**src/rtl/owm_pkg.sv**
```systemverilog
package owm_pkg;
  typedef enum logic [1:0] {
    OP_IDLE = 2'd0,
    OP_RST  = 2'd1,
    OP_W0   = 2'd2,
    OP_RD   = 2'd3
  } op_e;

  localparam int CTRL_OFS = 0;
  localparam int DIV_OFS  = 2;

  localparam int B_RST  = 7;
  localparam int B_PRES = 6;
  localparam int B_W0   = 5;
  localparam int B_RD   = 4;
  localparam int B_BIT  = 3;
endpackage

```
**src/rtl/owm_tick.sv**
```systemverilog
module owm_tick #(
  parameter int DIV_W = 8
) (
  input  logic             clk_i,
  input  logic             rst_ni,
  input  logic             clr_i,
  input  logic             en_i,
  input  logic [DIV_W-1:0] div_i,
  output logic             tick_o
);
  logic [DIV_W-1:0] cnt_q;

  assign tick_o = en_i && !clr_i && (cnt_q == div_i);

  always_ff @(posedge clk_i or negedge rst_ni) begin
    if (!rst_ni)     cnt_q <= '0;
    else if (clr_i)  cnt_q <= '0;
    else if (en_i)   cnt_q <= tick_o ? '0 : cnt_q + 1'b1;
  end

  // zero divider must tick on every running clock
  p_div0_tick_r2: assert property (@(posedge clk_i) disable iff (!rst_ni)
    (en_i && !clr_i && div_i == '0) |-> tick_o);
endmodule

```
**src/rtl/owm_sync.sv**
```systemverilog
module owm_sync #(
  parameter int STAGES = 2
) (
  input  logic clk_i,
  input  logic rst_ni,
  input  logic d_i,
  output logic q_o
);
  logic [STAGES-1:0] sr_q;

  generate
    for (genvar i = 0; i < STAGES; i++) begin : g_stage
      if (i == 0) begin : g_first
        always_ff @(posedge clk_i or negedge rst_ni) begin
          if (!rst_ni) sr_q[0] <= 1'b1;
          else         sr_q[0] <= d_i;
        end
      end else begin : g_next
        always_ff @(posedge clk_i or negedge rst_ni) begin
          if (!rst_ni) sr_q[i] <= 1'b1;
          else         sr_q[i] <= sr_q[i-1];
        end
      end
    end
  endgenerate

  assign q_o = sr_q[STAGES-1];
endmodule

```
**src/rtl/owm_engine.sv**
```systemverilog
module owm_engine
  import owm_pkg::*;
#(
  parameter int RST_LOW_US  = 480,
  parameter int RST_SMP_US  = 550,
  parameter int RST_END_US  = 960,
  parameter int W0_LOW_US   = 60,
  parameter int W0_END_US   = 65,
  parameter int RD_LOW_US   = 6,
  parameter int RD_SMP_US   = 15,
  parameter int RD_END_US   = 65
) (
  input  logic clk_i,
  input  logic rst_ni,
  input  logic start_i,
  input  op_e  op_req_i,
  input  logic tick_i,
  input  logic line_i,
  output logic accept_o,
  output op_e  op_o,
  output logic pres_o,
  output logic bit_o,
  output logic drive_low_o
);
  localparam int MAX_A  = (RST_END_US > W0_END_US) ? RST_END_US : W0_END_US;
  localparam int MAX_US = (MAX_A > RD_END_US) ? MAX_A : RD_END_US;
  localparam int US_W   = $clog2(MAX_US + 1);

  op_e             op_q;
  logic [US_W-1:0] us_q;
  logic [US_W-1:0] us_nx;
  logic [US_W-1:0] low_lim, smp_lim, end_lim;
  logic            pres_q, bit_q;

  always_comb begin
    unique case (op_q)
      OP_RST: begin
        low_lim = US_W'(RST_LOW_US); smp_lim = US_W'(RST_SMP_US); end_lim = US_W'(RST_END_US);
      end
      OP_W0: begin
        low_lim = US_W'(W0_LOW_US);  smp_lim = US_W'(RD_SMP_US);  end_lim = US_W'(W0_END_US);
      end
      OP_RD: begin
        low_lim = US_W'(RD_LOW_US);  smp_lim = US_W'(RD_SMP_US);  end_lim = US_W'(RD_END_US);
      end
      default: begin
        low_lim = '0; smp_lim = '0; end_lim = '0;
      end
    endcase
  end

  assign accept_o    = start_i && (op_q == OP_IDLE);
  assign us_nx       = us_q + 1'b1;
  assign drive_low_o = (op_q != OP_IDLE) && (us_q < low_lim);

  always_ff @(posedge clk_i or negedge rst_ni) begin
    if (!rst_ni) begin
      op_q <= OP_IDLE;
      us_q <= '0;
    end else if (accept_o) begin
      op_q <= op_req_i;
      us_q <= '0;
    end else if (op_q != OP_IDLE && tick_i) begin
      us_q <= us_nx;
      if (us_nx == end_lim) op_q <= OP_IDLE;
    end
  end

  always_ff @(posedge clk_i or negedge rst_ni) begin
    if (!rst_ni) begin
      pres_q <= 1'b0;
      bit_q  <= 1'b0;
    end else if (op_q != OP_IDLE && tick_i && us_nx == smp_lim) begin
      if (op_q == OP_RST) pres_q <= !line_i;
      else                bit_q  <= line_i;
    end
  end

  assign op_o   = op_q;
  assign pres_o = pres_q;
  assign bit_o  = bit_q;

  // busy engine keeps its operation when a new command arrives
  p_ignore_busy_r9: assert property (@(posedge clk_i) disable iff (!rst_ni)
    (op_q != OP_IDLE && start_i) |=> (op_q == $past(op_q) || op_q == OP_IDLE));
  // microsecond count never reaches the end bound while running
  p_us_bound_r4: assert property (@(posedge clk_i) disable iff (!rst_ni)
    (op_q != OP_IDLE) |-> (us_q < end_lim));
  // presence only moves during a reset
  p_pres_hold_r10: assert property (@(posedge clk_i) disable iff (!rst_ni)
    (op_q != OP_RST) |=> $stable(pres_q));
  // sampled bit only moves during a bit slot
  p_bit_hold_r10: assert property (@(posedge clk_i) disable iff (!rst_ni)
    (op_q == OP_IDLE || op_q == OP_RST) |=> $stable(bit_q));
  // line released the cycle after an operation ends
  p_release_r7: assert property (@(posedge clk_i) disable iff (!rst_ni)
    (op_q != OP_IDLE && tick_i && us_nx == end_lim && !accept_o) |=> !drive_low_o);
endmodule

```
**src/rtl/onewire_master.sv**
```systemverilog
module onewire_master
  import owm_pkg::*;
#(
  parameter int ADDR_W     = 4,
  parameter int DIV_W      = 8,
  parameter int SYNC_STG   = 2,
  parameter int RST_LOW_US = 480,
  parameter int RST_SMP_US = 550,
  parameter int RST_END_US = 960,
  parameter int W0_LOW_US  = 60,
  parameter int W0_END_US  = 65,
  parameter int RD_LOW_US  = 6,
  parameter int RD_SMP_US  = 15,
  parameter int RD_END_US  = 65
) (
  input  logic              clk_i,
  input  logic              rst_ni,
  input  logic [ADDR_W-1:0] addr_i,
  input  logic [7:0]        wdata_i,
  input  logic              we_i,
  output logic [7:0]        rdata_o,
  input  logic              bus_i,
  output logic              bus_drive_low_o
);
  localparam logic [ADDR_W-1:0] A_CTRL = ADDR_W'(CTRL_OFS);
  localparam logic [ADDR_W-1:0] A_DIV  = ADDR_W'(DIV_OFS);

  logic [DIV_W-1:0] div_q;
  logic             start, accept, tick, line_s, pres, smp_bit, busy;
  op_e              op, op_req;

  always_ff @(posedge clk_i or negedge rst_ni) begin
    if (!rst_ni)                      div_q <= '0;
    else if (we_i && addr_i == A_DIV) div_q <= wdata_i[DIV_W-1:0];
  end

  assign start = we_i && (addr_i == A_CTRL) &&
                 (wdata_i[B_RST] || wdata_i[B_W0] || wdata_i[B_RD]);

  always_comb begin
    if (wdata_i[B_RST])     op_req = OP_RST;
    else if (wdata_i[B_W0]) op_req = OP_W0;
    else                    op_req = OP_RD;
  end

  assign busy = (op != OP_IDLE);

  owm_sync #(.STAGES(SYNC_STG)) u_sync (
    .clk_i(clk_i), .rst_ni(rst_ni), .d_i(bus_i), .q_o(line_s)
  );

  owm_tick #(.DIV_W(DIV_W)) u_tick (
    .clk_i(clk_i), .rst_ni(rst_ni), .clr_i(accept), .en_i(busy),
    .div_i(div_q), .tick_o(tick)
  );

  owm_engine #(
    .RST_LOW_US(RST_LOW_US), .RST_SMP_US(RST_SMP_US), .RST_END_US(RST_END_US),
    .W0_LOW_US(W0_LOW_US), .W0_END_US(W0_END_US),
    .RD_LOW_US(RD_LOW_US), .RD_SMP_US(RD_SMP_US), .RD_END_US(RD_END_US)
  ) u_engine (
    .clk_i(clk_i), .rst_ni(rst_ni), .start_i(start), .op_req_i(op_req),
    .tick_i(tick), .line_i(line_s), .accept_o(accept), .op_o(op),
    .pres_o(pres), .bit_o(smp_bit), .drive_low_o(bus_drive_low_o)
  );

  always_comb begin
    rdata_o = 8'h00;
    if (addr_i == A_CTRL) begin
      rdata_o[B_RST]  = (op == OP_RST);
      rdata_o[B_PRES] = pres;
      rdata_o[B_W0]   = (op == OP_W0);
      rdata_o[B_RD]   = (op == OP_RD);
      rdata_o[B_BIT]  = smp_bit;
    end else if (addr_i == A_DIV) begin
      rdata_o[DIV_W-1:0] = div_q;
    end
  end

  // an accepted command shows its busy bit on the next cycle
  p_start_busy_r3: assert property (@(posedge clk_i) disable iff (!rst_ni)
    accept |=> busy);
  // no drive without a running operation
  p_drive_idle_r7: assert property (@(posedge clk_i) disable iff (!rst_ni)
    !busy |-> !bus_drive_low_o);
endmodule

```
**config.mk**
```make
export PLATFORM = sky130hd
export DESIGN_NAME = onewire_master
export DESIGN_NICKNAME = d
export VERILOG_FILES = /design/src/rtl/owm_pkg.sv /design/src/rtl/owm_tick.sv /design/src/rtl/owm_sync.sv /design/src/rtl/owm_engine.sv /design/src/rtl/onewire_master.sv
export SDC_FILE = /design/constraint.sdc
export NUM_CORES = 1
export LEC_CHECK = 0
export CORE_MARGIN = 2
export CORE_UTILIZATION = 30
export CTS_CLUSTER_DIAMETER = 120
export CTS_CLUSTER_SIZE = 30
export DETAILED_ROUTE_END_ITERATION = 6
export GPL_ROUTABILITY_DRIVEN = 0
export SLEW_MARGIN = 20
export SYNTH_ARGS = -nofsm -noshare
export SYNTH_HDL_FRONTEND = slang
export SYNTH_SLANG_ARGS = --single-unit
```
**constraint.sdc**
```tcl
create_clock -name clk_i -period 3.3 [get_ports clk_i]
set_clock_uncertainty 0.15 [all_clocks]
set_input_delay 0.33 -clock clk_i [delete_from_list [all_inputs] [get_ports clk_i]]
set_output_delay 0.33 -clock clk_i [all_outputs]
set_load 0.005 [all_outputs]
```
# Word level (Yosys, flattened, before mapping)
# Cells that the tools add are included.
# word_totals
register_bits	32
in_bits	16
out_inout_bits	9
elab_cells	58
# classes
n_addsub	2
order_cmp	1
n_eq_ne	7
muxes	16
bitwise_logic	1
n_reduce_logical	23
# op_table
cell	count
10-bit one-hot mux with 2 select lines	2
8-bit two-way mux	4
9-bit one-hot mux with 3 select lines	1
10-bit equality test	2
10-bit two-way mux	2
10-bit by 1-bit adder with 10-bit output (second input constant)	1
10-bit by 9-bit less-than comparator with 1-bit output	1
1-bit logical AND	9
8-bit by 1-bit adder with 8-bit output (second input constant)	1
8-bit equality test	1
2-bit two-way mux	4
2-bit nonzero test	4
2-bit AND reduction	3
5-bit two-way mux	1
2-bit equality test (second input constant)	2
4-bit by 2-bit equality test with 1-bit output (second input constant)	1
4-bit zero test	1
3-bit two-way mux	1
2-bit by 1-bit equality test with 1-bit output (second input constant)	1
1-bit zero test	2
2-bit zero test	1
1-bit logical OR	2
2-bit OR reduction	1
1-bit two-way mux	1
1-bit NOT	1

# Depth between registers and ports, before layout
# logic_depth
depth_word	10
depth_mapped	9

# By module
# A second synthesis with hierarchy kept.
# hier_totals
hier_cells	239
hier_area_um2	2265.9
# by_module_without_submodules
module	n_inst	cells_each	area_per_inst_um2	seq_area_each_um2
owm_engine	1	146	1216.2	350.3
owm_tick	1	57	563.0	200.2
onewire_master	1	34	434.2	200.2
owm_sync	1	2	52.6	52.6

# Worst setup path after synthesis
# No wires, ideal clock.
# synth_path
path_type	reg-to-reg
start	reg u_engine.op_q[0], in the netlist u_engine.op_o[0]
end	reg u_engine.bit_q, in the netlist u_engine.bit_o
arrival_time_ns	2.138
path_slack_ns	0.885
stages_incl_launch_ff	8
period_less_slack_ns	2.415
cell_sequence	dfrtp_1 > inv_1 > ha_1 > or3_1 > buf_2 > or4_4 > nor2_2 > mux2_1
# synth_between
elab_chain_cells	8
word_cells_on_any_way	16
classes_between	eq/ne: 4; mux: 1; bitwise: 1; reduce/logical: 10
# synth_rtl
item	line	text
start, declared	owm_engine.sv:29	op_e op_q;
start signal, assigned	owm_engine.sv:61	op_q <= op_req_i;
parallel branches: the longest is 7 deep, another holds 10-bit one-hot mux with 2 select lines	-	
2-bit AND reduction (no line) *	-	
end signal, assigned	owm_engine.sv:75	else bit_q <= line_i;
end, declared	owm_engine.sv:33	logic pres_q, bit_q;
# Every way passes the cells marked *.
# A chain may end at the register's enable or synchronous reset.

# Final worst setup path
# layout_path
start	reg u_engine.op_q[1], in the netlist u_engine.op_o[1]
end	out bus_drive_low_o
# layout_between
elab_chain_cells	4
word_cells_on_any_way	7
classes_between	order compare: 1; eq/ne: 3; mux: 1; reduce/logical: 2
# layout_rtl
item	line	text
2-bit equality test or 2-bit by 1-bit equality test with 1-bit output (tied branches)	owm_engine.sv:36	unique case (op_q)
9-bit one-hot mux with 3 select lines	owm_engine.sv:36	
10-bit by 9-bit less-than comparator with 1-bit output	owm_engine.sv:54	assign drive_low_o = (op_q != OP_IDLE) && (us_q < low_lim);
1-bit logical AND *	owm_engine.sv:54	
end, declared	onewire_master.sv:23	output logic bus_drive_low_o
# Mark *: on every way between the ends. The rest lies on a longest branch, timed or not.

==> metrics <==
result of the run finished, final reports clean; root buffer cell sky130_fd_sc_hd__clkbuf_8; fin nets 292; Critical Path Most Common Cell sky130_fd_sc_hd__a21o_1; pin count of the biggest net entering global routing 33; worst slack at placement 0.302 ns; final critical path time including I/O delays and setup 3.13 ns; met1 global-route usage 0.191; ordered cell list for the critical path ha_2, nor2_2, ha_1, a21o_1, a21o_1, a211oi_1, o21bai_1, a31oi_1, clkdlybuf4s50_1; share of async-settable or async-resettable flops after synthesis 1.00; Netlist cell types 47; height of the chip 89.5 um; Rows 31; maximum clock frequency 320 MHz; launch instance of the worst register-to-register path u_engine.us_q[0]; setup-violating endpoint count in the final report 0; number of synthesized flops with an enable pin 0; first-pass GRT wire length 8380 um; transition at the pin with the smallest max-transition slack 0.577 ns; average footprint of a synthesized cell 9.25 um2; die area 8010 um2; number of primary I/O pins 25; worst rel slew slack 0.615; Clk pin slew, worst setup/hold paths 0.07 ns; smallest setup slack after layout 0.174 ns; antenna violations before repair 0; area of the multi-input gates 1320 um2; number of nets in the synthesized netlist 267; complex-gate fraction of the synthesized area 0.171; effective utilization at floorplan 0.305; maximum fanout encountered on the critical timing path 5; count of mapped cells out of synthesis 237; CP top delay family compound AO/OA/AOI/OAI gates; met3 track utilization from global routing 0.0249; total clock buffers created by CTS 5; adder and majority gate portion of the synthesized area 0.0799; worst r2r path cells 7; number of antenna repair diodes 0; post-synthesis mux area share 0.0502; fraction of synthesized cell area in xor and xnor cells 0.0822; filler cell count in the final layout 717; detail-routed via count per cell 4.95; dominant combinational cell family by area after synthesis simple AND/OR/NAND/NOR gates; post-route fraction of the period consumed by the critical path 0.947; Post-Synthesis Cell Area 2190 um2; Bufs on Longest Clock Path 2; number of synthesis warnings 0; GRT overflow 0; layout overhead on the synthesized area 22.1%; Most Crowded Layer GR met2; average detailed-routed wire length per instance 13.9 um; Primary FF master, synth sky130_fd_sc_hd__dfrtp_1; slowest stage delay, CP 0.52 ns; GRT Overall Usage 0.137; WS Path Type reg2out; hold path cells 0; number of non-filler instances in the completed layout 362; startpoint of the tightest hold check path u_sync.sr_q[0]; Worst Setup End Kind output port; number of design-rule violations left by the first detailed-router iteration 120; crit path DAT 2.65 ns; insertion delay to the later sink of the worst-skew pair 0.29 ns; max-slew violation total from the final report 0; via count of the routed design 1792; share of the core filled with cells 0.373; footprint of the flip-flops and latches 803 um2; area of the core region 7180 um2; vias in the first global route 1715; total negative slack for setup checks 0 ns; Post-Route WL 5040 um; share of final-layout standard cells stronger than drive strength 1 0.118; DRC violation count after routing 0; count of buffer and inverter cells on the critical path 1; minimum setup slack among reg-to-reg paths 0.70 ns; Lkg Pwr 1.10 nW; reported max-cap violation count 0; path type of the worst min-delay path reg2reg; unrepaired setup endpoints after global routing false; residual antenna-violating net count after detailed routing 0; register bit total from synthesis 32; total clock sinks 32; total of buffers placed on input and output ports 24; Critical-path top delay cell sky130_fd_sc_hd__clkdlybuf4s50_1; Hold Crit Endpoint u_sync.q_o; die width 89.5 um; post-synthesis simple-gate area fraction 0.211; clock tree from TritonCTS yes; number of placed instances with taps included 353; power per cell area 524 nW/um2; post-DP HPWL 3780 um; startpoint type of the worst setup path flip-flop; Final Hold Viols 0; Reg2Reg Capture Point u_engine.bit_o; 1st-pass router iterations 4; part of the Yosys area used for sequential elements 0.366; maximum level of the CTS H-tree 2; VDD IR max 189 uV; global-route met2 utilization 0.211; required time reported for the critical path endpoint 2.82 ns
[cells in the mapped netlist, types with 6 or more instances]
cell / count / share of area
sky130_fd_sc_hd__a21oi_1: 6 / 0.014
sky130_fd_sc_hd__o21ai_0: 26 / 0.059
sky130_fd_sc_hd__clkbuf_1: 7 / 0.012
sky130_fd_sc_hd__mux2_2: 7 / 0.036
sky130_fd_sc_hd__nor2_1: 15 / 0.026
sky130_fd_sc_hd__nand2b_1: 6 / 0.017
sky130_fd_sc_hd__nand3_1: 8 / 0.018
sky130_fd_sc_hd__o31ai_1: 6 / 0.021
sky130_fd_sc_hd__ha_1: 14 / 0.080
sky130_fd_sc_hd__and2_1: 7 / 0.020
sky130_fd_sc_hd__a22o_1: 6 / 0.024
sky130_fd_sc_hd__dfrtp_1: 30 / 0.34
sky130_fd_sc_hd__xnor2_1: 15 / 0.060
sky130_fd_sc_hd__nand2_1: 17 / 0.029
sky130_fd_sc_hd__inv_1: 10 / 0.017
[where the power goes]
part | switching [W] | total, W | internal [W]
Sequential | 0.000103 | 0.000566 | 0.000463
Clock | 0.000150 | 0.000374 | 0.000224
Combinational | 0.000224 | 0.000462 | 0.000237
Total | 0.000477 | 0.00140 | 0.000924
[worst max path at each step]
| stage | cells past startpoint | endpoint | start |
|---|---|---|---|
| after CTS | 10 | bus_drive_low_o | u_engine.op_o[0] |
| after floorplan | 7 | u_engine.bit_o | u_engine.op_o[0] |
| after global routing | 9 | bus_drive_low_o | u_engine.op_o[1] |
| after detailed placement | 10 | bus_drive_low_o | u_engine.op_o[0] |
| final | 9 | bus_drive_low_o | u_engine.op_o[1] |
| after global placement | 10 | bus_drive_low_o | u_engine.op_o[0] |
[metrics by stage]
stage | hold WS, ns | instance area, um2 | total power, W
after CTS | 0.208 | 2650 | 0.00141
after global routing | 0.212 | 2680 | 0.00151
after floorplan | -0.116 | 2190 | 0.000874
final | 0.207 | 2680 | 0.00140
after global placement | 0.196 | 2540 | 0.00101
after detailed placement | 0.198 | 2540 | 0.00102
[layout make-up]
| type | instances | share of cell area |
|---|---|---|
| Multi-Input combinational cell | 183 | 0.493 |
| Sequential cell | 32 | 0.300 |
| Timing Repair Buffer | 30 | 0.107 |
| Tap cell | 99 | 0.0463 |
| Clock buffer | 6 | 0.0271 |
| Inverter | 10 | 0.0140 |
| Clock inverter | 2 | 0.0131 |
[flip-flops by register name, indices dropped and copies added (netlist names)]
name	cells
u_engine.us_q	10
u_sync.sr_q	1
u_tick.cnt_q	8
u_engine.op_o	2
u_sync.q_o	1
u_engine.bit_o	1
div_q	8
u_engine.pres_o	1
[worst register-to-register path, cell delays in order, from the launching register on]
cell                      delay, ns
sky130_fd_sc_hd__dfrtp_1       0.47
sky130_fd_sc_hd__ha_1          0.44
sky130_fd_sc_hd__nand3_1       0.17
sky130_fd_sc_hd__xor2_1        0.17
sky130_fd_sc_hd__nand2_1       0.09
sky130_fd_sc_hd__or4_4         0.56
sky130_fd_sc_hd__nor2_2        0.11
sky130_fd_sc_hd__mux2_1        0.32
[cell usage in the layout (no fill, tap or decap), types with 4 or more instances in the layout]
master,Yosys,layout
sky130_fd_sc_hd__nor2_1,15,14
sky130_fd_sc_hd__xnor2_1,15,15
sky130_fd_sc_hd__inv_1,10,9
sky130_fd_sc_hd__nand2b_1,6,6
sky130_fd_sc_hd__dfrtp_1,30,30
sky130_fd_sc_hd__nand4_1,4,4
sky130_fd_sc_hd__clkdlybuf4s50_1,0,24
sky130_fd_sc_hd__nor2b_1,4,4
sky130_fd_sc_hd__buf_4,0,6
sky130_fd_sc_hd__a21oi_1,6,6
sky130_fd_sc_hd__ha_1,14,12
sky130_fd_sc_hd__o21ai_0,26,26
sky130_fd_sc_hd__and2_1,7,7
sky130_fd_sc_hd__nand2_1,17,17
sky130_fd_sc_hd__clkbuf_8,0,5
sky130_fd_sc_hd__mux2_2,7,7
sky130_fd_sc_hd__and3_1,5,5
sky130_fd_sc_hd__a22o_1,6,6
sky130_fd_sc_hd__nand3_1,8,8
sky130_fd_sc_hd__o31ai_1,6,6
[cell families (layout without fill, tap and decap cells)]
family,Yosys count,count (layout)
buffers and inverters,22,48
XOR/XNOR,19,19
AO/OA/AOI/OAI,59,59
flip-flops,32,32
multiplexers,10,10
AND/OR/NAND/NOR,81,81
adder cells (fa/ha/maj),14,14
[what timing repair did]
| action | in CTS | in global routing |
|---|---|---|
| hold buffers | 0 | 0 |
| resized for setup | 1 | 4 |
| pin swaps | 0 | 1 |
| setup endpoints to repair | 1 | 1 |
| setup buffers | 0 | 1 |
[metal layers]
layer / part of all wire / vias up
li1: - / 900
met1: 0.49 / 842
met2: 0.46 / 44
met3: 0.033 / 6
met4: 0.017 / 0
met5: 0 / -
No activity file was read; power rests on OpenSTA's default activity.
